==> config.mk <==
export PLATFORM = sky130hd
export DESIGN_NAME = pe_engine
export DESIGN_NICKNAME = d
export VERILOG_FILES = /design/src/rtl/pe_pkg.sv /design/src/rtl/pe_por_timer.sv /design/src/rtl/pe_word_ram.sv /design/src/rtl/pe_seq.sv /design/src/rtl/pe_engine.sv
export SDC_FILE = /design/constraint.sdc
export NUM_CORES = 1
export LEC_CHECK = 0
export CORE_MARGIN = 2
export CORE_UTILIZATION = 45
export DETAILED_ROUTE_END_ITERATION = 12
export DONT_BUFFER_PORTS = 1
export GPL_TIMING_DRIVEN = 0
export PLACE_DENSITY = 0.72
export SYNTH_ARGS = -nofsm -noshare
export SYNTH_HDL_FRONTEND = slang
export SYNTH_HIERARCHICAL = 1
export SYNTH_SLANG_ARGS = --single-unit
==> constraint.sdc <==
create_clock -name clk -period 4.2 [get_ports clk]
set_input_delay 0.84 -clock clk [delete_from_list [all_inputs] [get_ports clk]]
set_output_delay 0.84 -clock clk [all_outputs]
set_load 0.01 [all_outputs]
==> src/rtl/pe_pkg.sv <==
package pe_pkg;
  typedef enum logic [1:0] {
    ST_IDLE   = 2'd0,
    ST_PROG   = 2'd1,
    ST_EWAIT  = 2'd2,
    ST_EWRITE = 2'd3
  } pe_state_t;

  localparam int POLL_BIT   = 7;
  localparam int TOGGLE_BIT = 6;
endpackage

==> src/rtl/pe_por_timer.sv <==
module pe_por_timer #(
  parameter int POR_CYC = 50
) (
  input  logic clk,
  input  logic rst,
  output logic done_o
);
  localparam int CW = $clog2(POR_CYC + 1);

  logic [CW-1:0] cnt_q;

  always_ff @(posedge clk) begin
    if (rst) begin
      cnt_q  <= '0;
      done_o <= 1'b0;
    end else if (!done_o) begin
      cnt_q  <= cnt_q + 1'b1;
      done_o <= (cnt_q == CW'(POR_CYC - 1));
    end
  end


  por_sticky_chk: assert property (@(posedge clk) disable iff (rst)
    done_o |=> done_o);
endmodule

==> src/rtl/pe_word_ram.sv <==
module pe_word_ram #(
  parameter int DW = 16,
  parameter int AW = 6
) (
  input  logic          clk,
  input  logic          we_i,
  input  logic [AW-1:0] waddr_i,
  input  logic [DW-1:0] wdata_i,
  input  logic [AW-1:0] raddr_i,
  output logic [DW-1:0] rdata_o
);
  localparam int DEPTH = 1 << AW;

  logic [DW-1:0] mem [DEPTH];

  initial begin
    for (int i = 0; i < DEPTH; i++) mem[i] = '1;
  end

  always_ff @(posedge clk) begin
    if (we_i) mem[waddr_i] <= wdata_i;
    rdata_o <= mem[raddr_i];
  end
endmodule

==> src/rtl/pe_seq.sv <==
module pe_seq
  import pe_pkg::*;
#(
  parameter int DW           = 16,
  parameter int AW           = 6,
  parameter int PROG_CYC     = 12,
  parameter int ERASE_CYC    = 20,
  parameter bit CORRUPT_X    = 1'b0,
  parameter logic [DW-1:0] CORRUPT_WORD = '0
) (
  input  logic          clk,
  input  logic          rst,
  input  logic          abort_i,
  input  logic          por_ok_i,
  input  logic          req_i,
  input  logic          req_erase_i,
  input  logic [AW-1:0] req_addr_i,
  input  logic [DW-1:0] req_data_i,
  input  logic [AW:0]   req_len_i,
  input  logic          rd_en_i,
  input  logic [DW-1:0] old_word_i,
  output logic          busy_o,
  output logic [AW-1:0] op_addr_o,
  output logic          we_o,
  output logic [AW-1:0] waddr_o,
  output logic [DW-1:0] wdata_o,
  output logic [DW-1:0] stat_o
);
  localparam int MAXC = (PROG_CYC > ERASE_CYC) ? PROG_CYC : ERASE_CYC;
  localparam int CW   = $clog2(MAXC + 1);

  pe_state_t     state_q;
  logic [CW-1:0] cnt_q;
  logic [DW-1:0] op_data_q;
  logic [AW:0]   op_len_q;
  logic [AW:0]   left_q;
  logic          op_erase_q;
  logic          toggle_q;
  logic          accept;
  logic [DW-1:0] corrupt_w;
  logic [DW-1:0] stat_next;

  generate
    if (CORRUPT_X) begin : g_corrupt_x
      assign corrupt_w = {DW{1'bx}};
    end else begin : g_corrupt_pat
      assign corrupt_w = CORRUPT_WORD;
    end
  endgenerate

  assign accept = req_i && !busy_o && por_ok_i && !abort_i &&
                  (!req_erase_i || (req_len_i != '0));

  always_comb begin
    stat_next             = '0;
    stat_next[POLL_BIT]   = op_erase_q ? 1'b0 : ~op_data_q[POLL_BIT];
    stat_next[TOGGLE_BIT] = ~toggle_q;
  end

  always_ff @(posedge clk) begin
    if (rst) begin
      state_q    <= ST_IDLE;
      busy_o     <= 1'b0;
      cnt_q      <= '0;
      op_addr_o  <= '0;
      op_data_q  <= '0;
      op_len_q   <= '0;
      op_erase_q <= 1'b0;
      left_q     <= '0;
      we_o       <= 1'b0;
      waddr_o    <= '0;
      wdata_o    <= '0;
    end else if (abort_i) begin
      state_q <= ST_IDLE;
      busy_o  <= 1'b0;
      we_o    <= (state_q == ST_PROG);
      waddr_o <= op_addr_o;
      wdata_o <= corrupt_w;
    end else begin
      case (state_q)
        ST_IDLE: begin
          we_o <= 1'b0;
          if (accept) begin
            busy_o     <= 1'b1;
            op_addr_o  <= req_addr_i;
            op_data_q  <= req_data_i;
            op_len_q   <= req_len_i;
            op_erase_q <= req_erase_i;
            if (req_erase_i) begin
              state_q <= ST_EWAIT;
              cnt_q   <= CW'(ERASE_CYC - 1);
            end else begin
              state_q <= ST_PROG;
              cnt_q   <= CW'(PROG_CYC - 1);
            end
          end
        end
        ST_PROG: begin
          cnt_q <= cnt_q - 1'b1;
          if (cnt_q == CW'(1)) begin
            we_o    <= 1'b1;
            waddr_o <= op_addr_o;
            wdata_o <= old_word_i & op_data_q;
          end else if (cnt_q == '0) begin
            we_o    <= 1'b0;
            busy_o  <= 1'b0;
            state_q <= ST_IDLE;
          end
        end
        ST_EWAIT: begin
          cnt_q <= cnt_q - 1'b1;
          if (cnt_q == '0) begin
            state_q <= ST_EWRITE;
            we_o    <= 1'b1;
            waddr_o <= op_addr_o;
            wdata_o <= '1;
            left_q  <= op_len_q - 1'b1;
          end
        end
        ST_EWRITE: begin
          if (left_q == '0) begin
            we_o    <= 1'b0;
            busy_o  <= 1'b0;
            state_q <= ST_IDLE;
          end else begin
            waddr_o <= waddr_o + 1'b1;
            left_q  <= left_q - 1'b1;
          end
        end
        default: state_q <= ST_IDLE;
      endcase
    end
  end

  always_ff @(posedge clk) begin
    if (rst) begin
      toggle_q <= 1'b0;
      stat_o   <= '0;
    end else if (accept) begin
      toggle_q <= 1'b0;
    end else if (rd_en_i && busy_o && !abort_i) begin
      toggle_q <= ~toggle_q;
      stat_o   <= stat_next;
    end
  end


  busy_start_chk: assert property (@(posedge clk) disable iff (rst)
    $rose(busy_o) |-> $past(req_i) && $past(por_ok_i));

  last_write_chk: assert property (@(posedge clk) disable iff (rst)
    $fell(busy_o) && !$past(abort_i) |-> $past(we_o));

  op_hold_chk: assert property (@(posedge clk) disable iff (rst)
    busy_o && $past(busy_o) |-> $stable(op_addr_o) && $stable(op_data_q));

  toggle_flip_chk: assert property (@(posedge clk) disable iff (rst)
    rd_en_i && busy_o && !abort_i && !accept |=> toggle_q != $past(toggle_q));

  abort_idle_chk: assert property (@(posedge clk) disable iff (rst)
    abort_i |=> !busy_o);
endmodule

==> src/rtl/pe_engine.sv <==
module pe_engine #(
  parameter int DW           = 16,
  parameter int AW           = 6,
  parameter int PROG_CYC     = 12,
  parameter int ERASE_CYC    = 20,
  parameter int POR_CYC      = 50,
  parameter bit CORRUPT_X    = 1'b0,
  parameter logic [DW-1:0] CORRUPT_WORD = 16'hDEAD
) (
  input  logic          clk,
  input  logic          rst,
  input  logic          abort_i,
  input  logic          req_i,
  input  logic          req_erase_i,
  input  logic [AW-1:0] req_addr_i,
  input  logic [DW-1:0] req_data_i,
  input  logic [AW:0]   req_len_i,
  input  logic          rd_en_i,
  input  logic [AW-1:0] rd_addr_i,
  output logic          rd_valid_o,
  output logic [DW-1:0] rd_data_o,
  output logic          busy_o,
  output logic          arr_we_o,
  output logic [AW-1:0] arr_waddr_o,
  output logic [DW-1:0] arr_wdata_o
);
  logic          por_ok;
  logic [AW-1:0] op_addr;
  logic [AW-1:0] ram_raddr;
  logic [DW-1:0] ram_q;
  logic [DW-1:0] stat;
  logic          sel_stat_q;

  pe_por_timer #(.POR_CYC(POR_CYC)) i_por (
    .clk(clk), .rst(rst), .done_o(por_ok)
  );

  pe_seq #(
    .DW(DW), .AW(AW), .PROG_CYC(PROG_CYC), .ERASE_CYC(ERASE_CYC),
    .CORRUPT_X(CORRUPT_X), .CORRUPT_WORD(CORRUPT_WORD)
  ) i_seq (
    .clk(clk), .rst(rst), .abort_i(abort_i), .por_ok_i(por_ok),
    .req_i(req_i), .req_erase_i(req_erase_i), .req_addr_i(req_addr_i),
    .req_data_i(req_data_i), .req_len_i(req_len_i), .rd_en_i(rd_en_i),
    .old_word_i(ram_q), .busy_o(busy_o), .op_addr_o(op_addr),
    .we_o(arr_we_o), .waddr_o(arr_waddr_o), .wdata_o(arr_wdata_o),
    .stat_o(stat)
  );

  assign ram_raddr = busy_o ? op_addr : rd_addr_i;

  pe_word_ram #(.DW(DW), .AW(AW)) i_ram (
    .clk(clk), .we_i(arr_we_o), .waddr_i(arr_waddr_o), .wdata_i(arr_wdata_o),
    .raddr_i(ram_raddr), .rdata_o(ram_q)
  );

  always_ff @(posedge clk) begin
    if (rst) begin
      rd_valid_o <= 1'b0;
      sel_stat_q <= 1'b0;
    end else begin
      rd_valid_o <= rd_en_i && !abort_i;
      sel_stat_q <= busy_o;
    end
  end

  assign rd_data_o = sel_stat_q ? stat : ram_q;


  rd_latency_chk: assert property (@(posedge clk) disable iff (rst)
    rd_valid_o |-> $past(rd_en_i) && !$past(abort_i));
endmodule

=== After elaboration in Yosys (flattened, before gate mapping) ===
Memories as Yosys holds them, arrays and structs flattened. A register that Yosys moved wholly into a read port is not among the register bits.
Cells that the tools add are included.

* Equality and inequality tests: 17
* Reduce and logical (&&, ||, !) cells: 34
* Muxes and demuxes: 37
* $add $sub $neg: 5
* Bitwise logic cells: 5

{| class="wikitable"
|+ Operators by type and width
! operator !! count
|-
| $mux 16 || 4
|-
| $pmux 16 s2 || 1
|-
| $mux 6 || 5
|-
| $pmux 6 s3 || 1
|-
| $and 16x16->16 || 1
|-
| $reduce_and 3->1 || 5
|-
| $mux 7 || 2
|-
| $pmux 7 s2 || 1
|-
| $sub 7x1->7 const B || 2
|-
| $add 6x1->6 const B || 2
|-
| $mux 2 || 6
|-
| $mux 1 || 11
|-
| $mux 5 || 2
|-
| $pmux 5 s2 || 1
|-
| $reduce_and 5->1 || 2
|-
| $ne 2x2->1 const B || 4
|-
| $pmux 2 s4 || 1
|-
| $reduce_and 4->1 || 2
|-
| $logic_and 1x1->1 || 7
|-
| $logic_not 7->1 || 1
|-
| $reduce_bool 7->1 || 1
|-
| $eq 6x6->1 const B || 1
|-
| $ne 2x1->1 const B || 3
|-
| $ne 3x2->1 const B || 2
|-
| 18 further kinds || 30
|}

* Bits in registers: 80
* Output and inout bits: 41
* Input bits: 41
* Memories kept: 1
* Word-level logic and storage cells: 117
* RAM bits: 1024

{| class="wikitable"
|+ Memory list
! memory !! depth !! width !! rd ports !! clocked after memory_dff !! write ports !! line !! source
|-
| i_ram.mem || 64 || 16 || 1 || 1 || 1 || pe_word_ram.sv:14 || <nowiki>logic [DW-1:0] mem [DEPTH];</nowiki>
|}

=== Longest topological paths before layout ===
* Depth after elaboration: 7
* Depth in mapped cells: 12
* Mapped depth without buffers: 7

=== Cells and area by module ===
The synthesis kept the hierarchy.

{| class="wikitable"
|+ By module, submodules not included
! module !! instances !! cells an instance !! seq. area each (µm²) !! area each (µm²)
|-
| pe_word_ram || 1 || 1829 || 31069.8 || 40039.7
|-
| pe_seq || 1 || 435 || 1421.4 || 3423.3
|-
| pe_engine || 1 || 29 || 40.0 || 375.4
|-
| pe_por_timer || 1 || 33 || 140.1 || 324.1
|}

=== Worst setup path after synthesis ===
No wires, ideal clock.

* Kind: in2reg
* From: in rd_addr_i[0]
* To: reg i_ram.rdata_o[10] (read register of i_ram.mem)
* Data required time: 4084 ps
* Buffers on the path: 5
* Library setup time: 116 ps
* Setup slack: 1614 ps
* Data arrival time: 2470 ps
* Stages on the path: 11
* Path through: mux2_2 -> buf_6 -> buf_12 -> buf_8 -> buf_8 -> buf_6 -> mux2i_1 -> nand2_1 -> a41oi_1 -> o21ai_0 -> and4_1

* Word-level cells in the longest chain between the ends: 1

{| class="wikitable"
|+ RTL lines
! element !! line !! source
|-
| from (decl) || pe_engine.sv:19 || <nowiki>input logic [AW-1:0] rd_addr_i,</nowiki>
|-
| $mux 6 || pe_engine.sv:50 || <nowiki>assign ram_raddr = busy_o ? op_addr : rd_addr_i;</nowiki>
|-
| to (decl) || pe_word_ram.sv:10 || <nowiki>output logic [DW-1:0] rdata_o</nowiki>
|}

No other way between the ends.
A chain may end at the register's enable or synchronous reset.

=== Worst setup path in the final report ===
* From: reg i_seq.busy_o
* To: reg i_ram.rdata_o[15] (read register of i_ram.mem)

* Word-level cells in the longest chain between the ends: 1

{| class="wikitable"
|+ RTL lines
! element !! line !! source
|-
| from (decl) || pe_seq.sv:22 || <nowiki>output logic busy_o,</nowiki>
|-
| from (signal assigned) || pe_seq.sv:63 || <nowiki>busy_o <= 1'b0;</nowiki>
|-
| from (signal assigned) || pe_seq.sv:75 || <nowiki>busy_o <= 1'b0;</nowiki>
|-
| from (signal assigned) || pe_seq.sv:84 || <nowiki>busy_o <= 1'b1;</nowiki>
|-
| $mux 6 || pe_engine.sv:50 ||
|-
| via ram_raddr[2] || pe_engine.sv:29 || <nowiki>logic [AW-1:0] ram_raddr;</nowiki>
|}

The timed path passes the listed nets, and every way through them passes these cells.

==> out/results.txt <==
routed length per placed instance: 29.3 um
cells on worst reg2reg path: 9
Die Span X: 317 um
r2r startpoint: i_seq/busy_o
GR Overflow Total: 0
register bit count reported by yosys: 1120
CTS tree: done
worst hold path class: primary input to flip-flop
Final setup viols: 0
Relative slew margins: 23.1%
Netlist cell types: 79
largest family of logic cells by synthesized area: multiplexers
Pins Over Slew Limit: 0
Psw: 4910 uW
worst reg2reg endpoint: i_ram/rdata_o[15]
hold path start: abort_i
CTS Buf Count: 105
post-route ant nets: 0
FF+latch area: 32700 um^2
adder-cell area share of the yosys netlist: 0.283%
IO Count: 82
Rows: 114
Worst Setup Path Type: flip-flop to flip-flop
Clock Latency Late Sink: 0.69 ns
FILL cells: 7419
Post-synth EDFFs: 1024
max_cap viols: 0
Max IR drop VDD: 0.000378 V
design internal power: 18200 uW
skew final: 0.0328 ns
Gate power share: 4.5%
Hold WS: 0.243 ns
synthesized cell area: 44200 um^2
total core area: 97000 um^2
vias per std cell: 6.20
Synth Area in Compound Gates: 4.12%
CTS sink count: 1120
Initial Util: 45.5%
drt pass-1 iters: 6
RSZ-0062 raised after global routing: false
fraction of the mapped netlist area in simple logic gates: 4.31%
clock power share: 42.0%
H-tree depth: 3
total wire length: 113 mm
Syn Inst Count: 2326
Area Growth Syn to Fin: 13.8%
largest net degree at the start of global routing: 67
pwr/cell area: 459 nW/um^2
CTS Root Buffer Type: clkbuf_16
worst-path fanout max: 10
synthesized area per cell: 19.0 um^2
crit share post-route: 96.2%
Starting DRT DRC Count: 3715
clk slew on worst S/H paths: 0.06 ns
Ys Warns: 6
worst setup path startpoint: i_seq/busy_o
via count: 23900
CP startpoint kind: flip-flop
fin nets: 2544
top post-synthesis cells by area: edfxtp_1, mux4_2, dfxtp_1
Sw Ratio: 21.3%
post-synthesis mux area share: 14.9%
Pleak: 0.0158 uW
Post-synth top flop: edfxtp_1
share of cells above drive strength 1: 25.7%
Synth async-reset ratio: 0%
Seq/Total Area, Yosys: 74.0%
worst setup path endpoint: i_ram/rdata_o[15]
Req. time, crit path: 4.68 ns
internal reg-to-reg setup slack: 0.16 ns
detailed placement HPWL: 75.0 mm
Post-route DRC: 0
DIE AREA: 101000 um^2
gr usage total: 22.6%
GP Congestion: 0.930
Final Hold Viols: 0
fmax: 0.248 GHz
Flop pwr share: 53.4%
Yosys top cell area share: 69.6%
biggest area consumer among synthesized cells: edfxtp_1
Detail Route met2 WL: 52.4 mm
CP arrival: 4.52 ns
first-pass GRT wire length: 163 mm
vias in the first global route: 23700
placed cell count: 3662
Post-CTS Resized: 0
max layer used: met5
xor and xnor fraction of the mapped netlist area: 0.0992%
outcome: complete, no violations
Tightest Pin Transition: 1.15 ns
Critical Path Sink Type: flip-flop
setup_tns: 0 ns
Buffers on Ports: 0
Period minus WS final: 4.04 ns
Die Span Y: 317 um
Multi-input gate area: 10700 um^2
CTS max path bufs: 3
postcts setup bufs: 0
Met1 Wirelength: 43.3 mm
Routed met3 length: 13.3 mm
hold buffers post-CTS: 0
Finished Layout Cells: 3861
initial antenna violation count: 7
## placed cells by master, fill, tap and decap left out, types with 15 or more instances in the layout
cell          n
nand2_1     145
buf_6        20
nor2_2       60
a221oi_1     16
dfxtp_1      80
a211oi_1     21
buf_12       15
a21oi_1      82
clkbuf_1     57
inv_1        15
clkinv_1     23
nor2_1       60
a22oi_1      41
buf_8        36
mux2i_1      92
clkbuf_16   107
buf_2        40
a31oi_1      15
mux4_2      220
buf_4        29
mux2_2       40
nand3_1      28
o21ai_0      21
clkinv_2     22
edfxtp_1   1024
nor2b_1      33
## logic make-up (layout without fill, tap and decap cells)
logic type                 after synthesis  after routing
adders and majority gates               10             10
other                                    1             15
xor gates and xnor gates                 5              5
DFF                                   1120           1120
muxes                                  366            366
AOI/OAI and AO/OA                      264            264
buffers and inverters                  158            403
and+or+nand+nor                        402            402
## layer usage
layer	global-route usage, %	vias to the layer above
met5	0	-
met4	7.68	8
met3	5.63	253
met2	35.4	1574
met1	31.2	12300
li1	-	9774
## Yosys cell counts (5+ instances only)
master    instances
a21oi_1          82
mux4_2          220
a22o_1            6
dfxtp_1          96
mux2_4           10
a22oi_1          41
buf_2            40
edfxtp_1       1024
a31oi_1          15
buf_6            18
a221o_1           6
a41oi_1           6
clkbuf_1         40
buf_1             7
a221oi_1         16
a311oi_1          9
buf_4            26
nor2_1          118
buf_12            6
nand2_1         145
mux2_2           40
nand4_1          12
nor2b_1          33
inv_1            15
nand3_1          28
ha_1             10
nand2b_1          6
mux2i_1          92
a211oi_1         21
a211o_1           8
nor3_1           16
and4_1            5
o21ai_0          21
## final cells by class
| type | count | area share (%) |
|---|---|---|
| plain buffers | 143 | 1.90 |
| diodes | 1 | 0.00498 |
| well taps | 1276 | 3.18 |
| clock buffers | 126 | 5.51 |
| clock inverters | 72 | 1.52 |
| flip-flops and latches | 1120 | 65.1 |
| repair buffers | 47 | 1.43 |
| inverters | 15 | 0.112 |
| multi-input cells | 1061 | 21.3 |
## how the worst min path moves through the flow
stage / end / slack, ns / depth (start not counted)
final: rd_valid_o / 0.24 / 1
after global routing: rd_valid_o / 0.24 / 1
after CTS: rd_valid_o / 0.21 / 1
after detailed placement: i_seq/op_data_q[8] / 0.45 / 2
after global placement: i_seq/op_erase_q / 0.45 / 2
after floorplan: i_seq/op_erase_q / 0.44 / 2
## critical path, cell delays in order (launching register included)
cell and delay (ns):
dfxtp_1 0.53, buf_2 0.28, mux2_2 0.21, buf_2 0.27
clkbuf_1 0.58, mux4_2 0.41, mux2i_1 0.54, a22oi_1 0.21
a31oi_1 0.59, a311oi_1 0.21
## flip-flops by register name (all words and copies together) (netlist names)
signal            cells
i_por/cnt_q           6
i_por/done_o          1
i_ram/mem          1024
i_ram/rdata_o        16
i_seq/busy_o          1
i_seq/cnt_q           5
i_seq/left_q          7
i_seq/op_addr_o       6
i_seq/op_data_q      16
i_seq/op_erase_q      1
i_seq/op_len_q        7
i_seq/stat_o          2
i_seq/state_q         2
i_seq/toggle_q        1
i_seq/waddr_o         6
i_seq/wdata_o        16
i_seq/we_o            1
rd_valid_o            1
sel_stat_q            1
## metrics by stage
| stage | total power (uW) | setup slack [ns] | cell area [um^2] | util (%) |
|---|---|---|---|---|
| floorplan | 13100 | 1.61 | 44200 | - |
| global placement | 13600 | 0.273 | 45800 | 47.2 |
| detailed placement | 13600 | 0.263 | 46700 | 48.2 |
| CTS | 23200 | 0.235 | 50200 | 51.8 |
| global route | 23600 | 0.0981 | 50300 | 51.8 |
| finish | 23100 | 0.160 | 50300 | 51.8 |
## power groups by stage
stage	combinational [uW]	sequential, uW	clock (uW)
after global placement	924	12600	0
after detailed placement	1030	12600	0
after CTS	1030	12300	9800
after global routing	1090	12300	10200
after floorplan	639	12500	0
final	1050	12300	9700
Note: power is estimated with default switching activity, not from simulation.
